==> config.mk <==
export PLATFORM = sky130hd
export DESIGN_NAME = i2cm_front
export DESIGN_NICKNAME = d
export VERILOG_FILES = /design/src/rtl/i2cm_pkg.sv /design/src/rtl/i2cm_irq.sv /design/src/rtl/i2cm_seq.sv /design/src/rtl/i2cm_front.sv
export SDC_FILE = /design/constraint.sdc
export NUM_CORES = 1
export LEC_CHECK = 0
export ABC_AREA = 1
export BUFFER_PORTS_ARGS = -buffer_cell sky130_fd_sc_hd__buf_2
export CAP_MARGIN = 20
export CORE_ASPECT_RATIO = 1.25
export CORE_MARGIN = 8
export CORE_UTILIZATION = 30
export DETAILED_ROUTE_END_ITERATION = 10
export PLACE_DENSITY = 0.49
export SETUP_SLACK_MARGIN = 0.05
export SLEW_MARGIN = 0
export SYNTH_ARGS = -nofsm -noshare
export SYNTH_HDL_FRONTEND = slang
export SYNTH_SLANG_ARGS = --single-unit
export TNS_END_PERCENT = 5
==> constraint.sdc <==
create_clock -name clk -period 3.48 [get_ports clk]
set_input_delay 0.87 -clock clk [delete_from_list [all_inputs] [get_ports clk]]
set_output_delay 0.87 -clock clk [all_outputs]
set_load 0.02 [all_outputs]
==> src/rtl/i2cm_pkg.sv <==
`timescale 1ns/1ps
package i2cm_pkg;
  localparam int DATA_W   = 32;
  localparam int BYTE_W   = 8;
  localparam int CMD_W    = 16;
  localparam int ST_W     = 4;
  localparam int ST_LSB   = 19;
  localparam int BUSY_BIT = 16;

  typedef enum logic [1:0] {
    OP_START = 2'd0,
    OP_TX    = 2'd1,
    OP_RX    = 2'd2,
    OP_STOP  = 2'd3
  } eng_op_e;

  // transfer-state codes; bit 3 marks an owned bus
  localparam logic [ST_W-1:0] XS_IDLE   = 4'h0;
  localparam logic [ST_W-1:0] XS_ACTIVE = 4'h8;
  localparam logic [ST_W-1:0] XS_START  = 4'h9;
  localparam logic [ST_W-1:0] XS_RSTART = 4'hA;
  localparam logic [ST_W-1:0] XS_STOP   = 4'hB;
  localparam logic [ST_W-1:0] XS_TXD    = 4'hC;
  localparam logic [ST_W-1:0] XS_RXD    = 4'hE;
  localparam int XS_OWN_BIT = 3;

  // command bits
  localparam int CB_START  = 0;
  localparam int CB_TX     = 1;
  localparam int CB_RX     = 3;
  localparam int CB_RXLAST = 4;
  localparam int CB_STOP   = 5;

  // interrupt status bits
  localparam int IB_ACK    = 0;
  localparam int IB_NAK    = 1;
  localparam int IB_RXDONE = 2;
  localparam int IB_STOP   = 4;
  localparam int IB_ABN    = 5;

  localparam logic [DATA_W-1:0] CTRL_KEEP = 32'h0071_C3FF;

  // register selects
  localparam int RA_CTRL = 0;
  localparam int RA_IEN  = 1;
  localparam int RA_ISTS = 2;
  localparam int RA_BUF  = 3;
  localparam int RA_CMD  = 4;
endpackage

==> src/rtl/i2cm_irq.sv <==
`timescale 1ns/1ps
module i2cm_irq #(
  parameter int INT_W = 15
) (
  input  logic             clk,
  input  logic             rst_n,
  input  logic             en_we,
  input  logic             sts_we,
  input  logic [INT_W-1:0] wdata,
  input  logic [INT_W-1:0] int_set,
  output logic [INT_W-1:0] en_q,
  output logic [INT_W-1:0] sts_q,
  output logic             irq
);
  logic [INT_W-1:0] en_d, sts_d, clr_mask;

  always_comb begin
    clr_mask = sts_we ? wdata : '0;
    sts_d    = (sts_q & ~clr_mask) | int_set;
    en_d     = en_we ? wdata : en_q;
  end

  always_ff @(posedge clk or negedge rst_n) begin
    if (!rst_n) begin
      en_q  <= '0;
      sts_q <= '0;
    end else begin
      en_q  <= en_d;
      sts_q <= sts_d;
    end
  end

  assign irq = |(sts_q & en_q);
endmodule

==> src/rtl/i2cm_seq.sv <==
`timescale 1ns/1ps
module i2cm_seq
  import i2cm_pkg::*;
#(
  parameter int INT_W = 15
) (
  input  logic                clk,
  input  logic                rst_n,
  input  logic                cmd_we,
  input  logic [CMD_W-1:0]    cmd_wdata,
  input  logic                rearm,
  input  logic                rx_blocked,
  input  logic [BYTE_W-1:0]   buf_lo,
  output logic                eng_req,
  output eng_op_e             eng_op,
  output logic [BYTE_W-2:0]   eng_addr,
  output logic                eng_rnw,
  output logic [BYTE_W-1:0]   eng_wdata,
  output logic                eng_nak_last,
  input  logic                eng_done,
  input  logic                eng_ack,
  input  logic [BYTE_W-1:0]   eng_rdata,
  input  logic                eng_bus_busy,
  output logic [INT_W-1:0]    int_set,
  output logic                rx_load,
  output logic [BYTE_W-1:0]   rx_byte,
  output logic [CMD_W-1:0]    cmd_q,
  output logic [ST_W-1:0]     xfer_state,
  output logic                seq_idle
);
  typedef enum logic [2:0] {
    SQ_IDLE, SQ_PICK, SQ_START, SQ_TX, SQ_TXEND, SQ_RX, SQ_STOP
  } sq_e;

  sq_e             sq_q, sq_d;
  logic [CMD_W-1:0] cmd_d;
  logic [ST_W-1:0]  st_q, st_d;
  logic             rx_pend;

  assign rx_pend = cmd_q[CB_RX] | cmd_q[CB_RXLAST];

  always_comb begin
    sq_d    = sq_q;
    cmd_d   = cmd_q;
    st_d    = st_q;
    int_set = '0;
    rx_load = 1'b0;
    unique case (sq_q)
      SQ_IDLE: begin
        if (cmd_we) begin
          cmd_d = cmd_wdata;
          sq_d  = SQ_PICK;
        end else if (rearm && rx_pend) begin
          sq_d = SQ_PICK;
        end
      end
      SQ_PICK: begin
        if (cmd_q[CB_START]) begin
          st_d = st_q[XS_OWN_BIT] ? XS_RSTART : XS_START;
          sq_d = SQ_START;
        end else if (cmd_q[CB_TX]) begin
          st_d = XS_TXD;
          sq_d = SQ_TX;
        end else if (rx_pend && !rx_blocked) begin
          st_d = XS_RXD;
          sq_d = SQ_RX;
        end else if (cmd_q[CB_STOP]) begin
          if (!st_q[XS_OWN_BIT]) begin
            int_set[IB_ABN] = 1'b1;
            cmd_d[CB_STOP]  = 1'b0;
            st_d            = XS_IDLE;
            sq_d            = SQ_IDLE;
          end else begin
            st_d = XS_STOP;
            sq_d = SQ_STOP;
          end
        end else begin
          sq_d = SQ_IDLE;
        end
      end
      SQ_START: begin
        if (eng_done) begin
          int_set[eng_ack ? IB_ACK : IB_NAK] = 1'b1;
          cmd_d[CB_START] = 1'b0;
          cmd_d[CB_TX]    = 1'b0;
          if (eng_bus_busy) begin
            st_d = XS_ACTIVE;
            sq_d = SQ_PICK;
          end else begin
            cmd_d[CB_RX]     = 1'b0;
            cmd_d[CB_RXLAST] = 1'b0;
            cmd_d[CB_STOP]   = 1'b0;
            sq_d             = SQ_IDLE;
          end
        end
      end
      SQ_TX: begin
        if (eng_done) begin
          int_set[eng_ack ? IB_ACK : IB_NAK] = 1'b1;
          cmd_d[CB_TX] = 1'b0;
          st_d         = XS_ACTIVE;
          sq_d         = eng_ack ? SQ_PICK : SQ_TXEND;
        end
      end
      SQ_TXEND: begin
        if (eng_done) sq_d = SQ_PICK;
      end
      SQ_RX: begin
        if (eng_done) begin
          rx_load              = 1'b1;
          int_set[IB_RXDONE]   = 1'b1;
          cmd_d[CB_RX]         = 1'b0;
          cmd_d[CB_RXLAST]     = 1'b0;
          st_d                 = XS_ACTIVE;
          sq_d                 = SQ_PICK;
        end
      end
      SQ_STOP: begin
        if (eng_done) begin
          int_set[IB_STOP] = 1'b1;
          cmd_d[CB_STOP]   = 1'b0;
          st_d             = XS_IDLE;
          sq_d             = SQ_IDLE;
        end
      end
      default: sq_d = SQ_IDLE;
    endcase
  end

  always_ff @(posedge clk or negedge rst_n) begin
    if (!rst_n) begin
      sq_q  <= SQ_IDLE;
      cmd_q <= '0;
      st_q  <= XS_IDLE;
    end else begin
      sq_q  <= sq_d;
      cmd_q <= cmd_d;
      st_q  <= st_d;
    end
  end

  always_comb begin
    eng_req = 1'b1;
    eng_op  = OP_START;
    unique case (sq_q)
      SQ_START: eng_op = OP_START;
      SQ_TX:    eng_op = OP_TX;
      SQ_RX:    eng_op = OP_RX;
      SQ_TXEND,
      SQ_STOP:  eng_op = OP_STOP;
      default:  eng_req = 1'b0;
    endcase
  end

  assign eng_addr     = buf_lo[BYTE_W-1:1];
  assign eng_rnw      = buf_lo[0];
  assign eng_wdata    = buf_lo;
  assign eng_nak_last = cmd_q[CB_RXLAST];
  assign rx_byte      = eng_rdata;
  assign xfer_state   = st_q;
  assign seq_idle     = (sq_q == SQ_IDLE);
endmodule

==> src/rtl/i2cm_front.sv <==
`timescale 1ns/1ps
module i2cm_front
  import i2cm_pkg::*;
#(
  parameter int AW    = 3,
  parameter int INT_W = 15
) (
  input  logic              clk,
  input  logic              rst_n,
  input  logic              reg_wr,
  input  logic [AW-1:0]     reg_addr,
  input  logic [31:0]       reg_wdata,
  output logic [31:0]       reg_rdata,
  output logic              reg_rdy,
  output logic              eng_req,
  output logic [1:0]        eng_op,
  output logic [6:0]        eng_addr,
  output logic              eng_rnw,
  output logic [7:0]        eng_wdata,
  output logic              eng_nak_last,
  input  logic              eng_done,
  input  logic              eng_ack,
  input  logic [7:0]        eng_rdata,
  input  logic              eng_bus_busy,
  output logic              irq
);
  localparam int BUF_W = 2 * BYTE_W;

  // reset: asynchronous assert, synchronous release
  logic [1:0] rs_q;
  logic       rst_ns;
  always_ff @(posedge clk or negedge rst_n) begin
    if (!rst_n) rs_q <= '0;
    else        rs_q <= {rs_q[0], 1'b1};
  end
  assign rst_ns = rs_q[1];

  logic [DATA_W-1:0] ctrl_q, ctrl_d;
  logic [BUF_W-1:0]  buf_q, buf_d;
  logic [INT_W-1:0]  en_q, sts_q, int_set;
  logic [CMD_W-1:0]  cmd_q;
  logic [ST_W-1:0]   xfer_state;
  logic              wr_ok, ctrl_we, en_we, sts_we, buf_we, cmd_we, rearm;
  logic              rx_load, seq_idle;
  logic [BYTE_W-1:0] rx_byte;
  eng_op_e           op_e;

  assign wr_ok   = reg_wr && seq_idle;
  assign ctrl_we = wr_ok && (reg_addr == AW'(RA_CTRL));
  assign en_we   = wr_ok && (reg_addr == AW'(RA_IEN));
  assign sts_we  = wr_ok && (reg_addr == AW'(RA_ISTS));
  assign buf_we  = wr_ok && (reg_addr == AW'(RA_BUF));
  assign cmd_we  = wr_ok && (reg_addr == AW'(RA_CMD)) && ctrl_q[0];
  assign rearm   = sts_we && reg_wdata[IB_RXDONE] && sts_q[IB_RXDONE];

  always_comb begin
    ctrl_d = ctrl_we ? (reg_wdata & CTRL_KEEP) : ctrl_q;
    buf_d  = buf_q;
    if (rx_load)     buf_d = {rx_byte, {BYTE_W{1'b0}}};
    else if (buf_we) buf_d = {{BYTE_W{1'b0}}, reg_wdata[BYTE_W-1:0]};
  end

  always_ff @(posedge clk or negedge rst_ns) begin
    if (!rst_ns) begin
      ctrl_q <= '0;
      buf_q  <= '0;
    end else begin
      ctrl_q <= ctrl_d;
      buf_q  <= buf_d;
    end
  end

  i2cm_irq #(.INT_W(INT_W)) u_irq (
    .clk     (clk),
    .rst_n   (rst_ns),
    .en_we   (en_we),
    .sts_we  (sts_we),
    .wdata   (reg_wdata[INT_W-1:0]),
    .int_set (int_set),
    .en_q    (en_q),
    .sts_q   (sts_q),
    .irq     (irq)
  );

  i2cm_seq #(.INT_W(INT_W)) u_seq (
    .clk          (clk),
    .rst_n        (rst_ns),
    .cmd_we       (cmd_we),
    .cmd_wdata    (reg_wdata[CMD_W-1:0]),
    .rearm        (rearm),
    .rx_blocked   (sts_q[IB_RXDONE]),
    .buf_lo       (buf_q[BYTE_W-1:0]),
    .eng_req      (eng_req),
    .eng_op       (op_e),
    .eng_addr     (eng_addr),
    .eng_rnw      (eng_rnw),
    .eng_wdata    (eng_wdata),
    .eng_nak_last (eng_nak_last),
    .eng_done     (eng_done),
    .eng_ack      (eng_ack),
    .eng_rdata    (eng_rdata),
    .eng_bus_busy (eng_bus_busy),
    .int_set      (int_set),
    .rx_load      (rx_load),
    .rx_byte      (rx_byte),
    .cmd_q        (cmd_q),
    .xfer_state   (xfer_state),
    .seq_idle     (seq_idle)
  );

  assign eng_op  = op_e;
  assign reg_rdy = seq_idle;

  always_comb begin
    reg_rdata = '0;
    if (reg_addr == AW'(RA_CTRL)) begin
      reg_rdata = ctrl_q;
    end else if (reg_addr == AW'(RA_IEN)) begin
      reg_rdata[INT_W-1:0] = en_q;
    end else if (reg_addr == AW'(RA_ISTS)) begin
      reg_rdata[INT_W-1:0] = sts_q;
    end else if (reg_addr == AW'(RA_BUF)) begin
      reg_rdata[BUF_W-1:0] = buf_q;
    end else if (reg_addr == AW'(RA_CMD)) begin
      reg_rdata[CMD_W-1:0]         = cmd_q;
      reg_rdata[BUSY_BIT]          = eng_bus_busy;
      reg_rdata[ST_LSB +: ST_W]    = xfer_state;
    end
  end
endmodule

==> reports/metrics.csv <==
stage;metric;value;unit
status;outcome;finished, final reports clean;
worst_setup_path;slowest CP cell;buf_4;
logic_synthesis;yosys warns;0;
cells_and_area;Finished Layout Cells;816;
floorplanning;core area;0.0144;mm²
timing;RSZ-0062 raised after global routing;false;
pwr;Power Dens Cells;800;mW/mm²
logic_synthesis;Mapped Avg Cell Area;7.84;µm²
cells_and_area;most common cell after layout, fill and taps aside;nand2_1;
pwr;clock share of power;22.2;%
timing;Hold Worst Slack;303;ps
grt;antenna violations before repair;0;
pwr;Final Power;4.13;mW
pwr;Pleak;2.62;nW
clock_tree;worst skew pair latency;340;ps
worst_setup_path;CP max stage delay;250;ps
logic_synthesis;Post-synth EDFFs;0;
job;# Max-Cap Violations;0;
clock_tree;Hold-fix buffers, CTS;0;
worst_setup_path;Setup crit start;reg_addr[1];
placement;DP Cell Count;800;
worst_setup_path;CP Cell Sequence;buf_2, nor2_1, nand2_1, inv_1, buf_4, nand2_1, o21ai_0, nor2_1, a21oi_1, buf_2;
logic_synthesis;sequential share of the synthesized area;49.1;%
timing;Fin Clk Skew;7.69;ps
pwr;Flop pwr share;41.3;%
floorplanning;die height;152;µm
worst_setup_path;CP max FO;15;
worst_setup_path;CP Launch Type;input port;
pwr;Sw Share;40.6;%
logic_synthesis;Synth Flop Type;dfrtp_1;
worst_setup_path;CP Data Arrival Time;2090;ps
cells_and_area;final core occ;35.8;%
timing;Fmax;0.338;GHz
pwr;NetSw;1.68;mW
placement;post-detail-place hpwl;10.4;mm
cells_and_area;layout cell share with drive strength beyond 1;18.5;%
timing;relative slew slack;46.5;%
pwr;P_int;2.45;mW
logic_synthesis;#FFs+latches synth;87;
timing;Final Setup Violations;0;
worst_setup_path;Crit. End Element;primary output;
timing;Sum Neg Setup Slack;0;ps
clock_tree;CTS Sinks;87;
clock_tree;CTS clk-pin slew, worst paths;60;ps
drt;vias per cell;4.79;
drt;per-cell routed wire length;17.3;µm
worst_setup_path;Reg2Reg Launch Point;u_seq.sq_q[1];
floorplanning;Die Area;0.0190;mm²
logic_synthesis;top-area cell type share of the netlist area;49.1;%
timing;Final min period;2960;ps
timing;Worst-Margin Slew;802;ps
grt;GR Util All Layers;14.8;%
floorplanning;Rows;49;
clock_tree;CTS tree;done;
hold_path;HP Class;in2async;
logic_synthesis;asr flop ratio synth;100;%
cells_and_area;commonest cells after routing, fill and taps aside;nand2_1 (133), dfrtp_1 (86), buf_2 (79);
clock_tree;H-tree depth;3;
drt;First-pass DRT Iterations;4;
timing;Worst Slack Setup Final;519;ps
drt;DRC;0;
cells_and_area;Ant. Diodes;0;
drt;final wirelength;14.1;mm
floorplanning;Die Wd;125;µm
placement;Port Buf Inserts;79;
grt;vias in the first global route;4102;
timing;Period Utilization, post-route;85.1;%
timing;Final Max Tran Viols;0;
floorplanning;I/O pins;103;
timing;Fin. Hold Viols;0;
clock_tree;CTS root buffer;clkbuf_16;
logic_synthesis;area leader, netlist;dfrtp_1;
clock_tree;TritonCTS buffer count;9;
clock_tree;Post-CTS Setup Bufs;0;
placement;DP Worst Slack;518;ps
logic_synthesis;Synth area leaders;dfrtp_1 (49%), nand2_1 (11%), o21ai_0 (6.5%), inv_1 (5.3%), a21oi_1 (5.0%);
grt;grt ovf;0;
cells_and_area;Area Overhead vs Synth;16.4;%
drt;via count;3909;
placement;Final Wtd Congestion;0.849;
clock_tree;Clock Path Buffers;2;
floorplanning;Starting Density;30.8;%
grt;pin count of the biggest net entering global routing;60;
placement;area of placed instances;0.00488;mm²
worst_setup_path;kind of critical path;in2out;
grt;first-pass GRT wire length;22.4;mm
logic_synthesis;Synth Cell Area;0.00444;mm²
clock_tree;post-CTS sizing;0;
drt;post-route ant nets;0;
drt;First DRT Iteration DRCs;220;
worst_setup_path;CP required;2610;ps
logic_synthesis;Unique masters post-synth;29;
logic_synthesis;Post-Syn Instances;566;
pwr;Worst IR Drop VDD;0.294;mV
cells_and_area;Final Net Count;682;
cells_and_area;final instance area;0.00516;mm²
pwr;Gate power share;36.5;%
==> synthesized netlist by cell type (2+ instances only) <==
master / number
buf_2: 12
a21boi_0: 6
o21ai_1: 4
a221oi_1: 2
inv_1: 63
dfrtp_1: 87
clkbuf_1: 4
buf_6: 3
nor2_2: 5
o21ai_0: 58
nand3_1: 39
o211ai_1: 3
o22ai_1: 13
nand4_1: 3
nor2_1: 46
nand2_1: 133
inv_2: 2
buf_4: 27
conb_1: 2
o221ai_1: 2
a21oi_1: 44
==> power by group through the flow <==
stage / logic, mW / clock network [mW] / registers (mW)
2_1_floorplan: 1.21 / 0 / 1.64
5_1_grt: 1.70 / 0.983 / 1.76
3_5_place_dp: 1.52 / 0 / 1.73
3_3_place_gp: 1.51 / 0 / 1.71
4_1_cts: 1.53 / 0.939 / 1.71
6_report: 1.51 / 0.917 / 1.71
==> worst max-delay path: cells and delay by family <==
kind	cells	cell delay [ps]
buf+inv	4	610
simple gates	4	370
compound gates	2	240
==> path summary, 6_finish.rpt <==
path,to,slack [ps],cells past startpoint
worst max-delay path,reg_rdata[10],520,10
worst min-delay path,rs_q[1],300,1
worst max register to register,u_seq.sq_q[1],1410,8
worst min register to register,rs_q[1],360,0
max in group asynchronous,u_seq.cmd_q[1],2310,1
min in group clk,rs_q[1],360,0
==> registers in the layout, indices dropped and copies added (netlist names) <==
signal and cells:
u_irq.en_q 15, u_seq.xfer_state 4, u_irq.sts_q 15, buf_q 16, u_seq.cmd_q 16, ctrl_q 16
u_seq.sq_q 3, rs_q 2
==> cell type report <==
type / count / area, µm²
fillers: 1548 / 9240
multi-input cells: 377 / 1740
clock inverters: 2 / 15.0
clock buffers: 14 / 264
well taps: 178 / 223
repair buffers: 93 / 500
inverters: 65 / 244
flip-flops and latches: 87 / 2180
==> layer usage <==
metal / wire length (µm) / share of wire, % / GRT usage, %
met1: 6240 / 44 / 17.8
met5: 0 / 0 / 0
met3: 702 / 5.0 / 3.38
met2: 7060 / 50 / 25.9
met4: 91 / 0.65 / 4.03
==> logic make-up after synthesis <==
family,count (synthesis),synth area share (%)
AOI/OAI and AO/OA,134,16.4
DFF,87,49.1
buffers and inverters,112,12.6
other,2,0.169
and+or+nand+nor,231,21.7
Power figures use the tool's default switching activity.
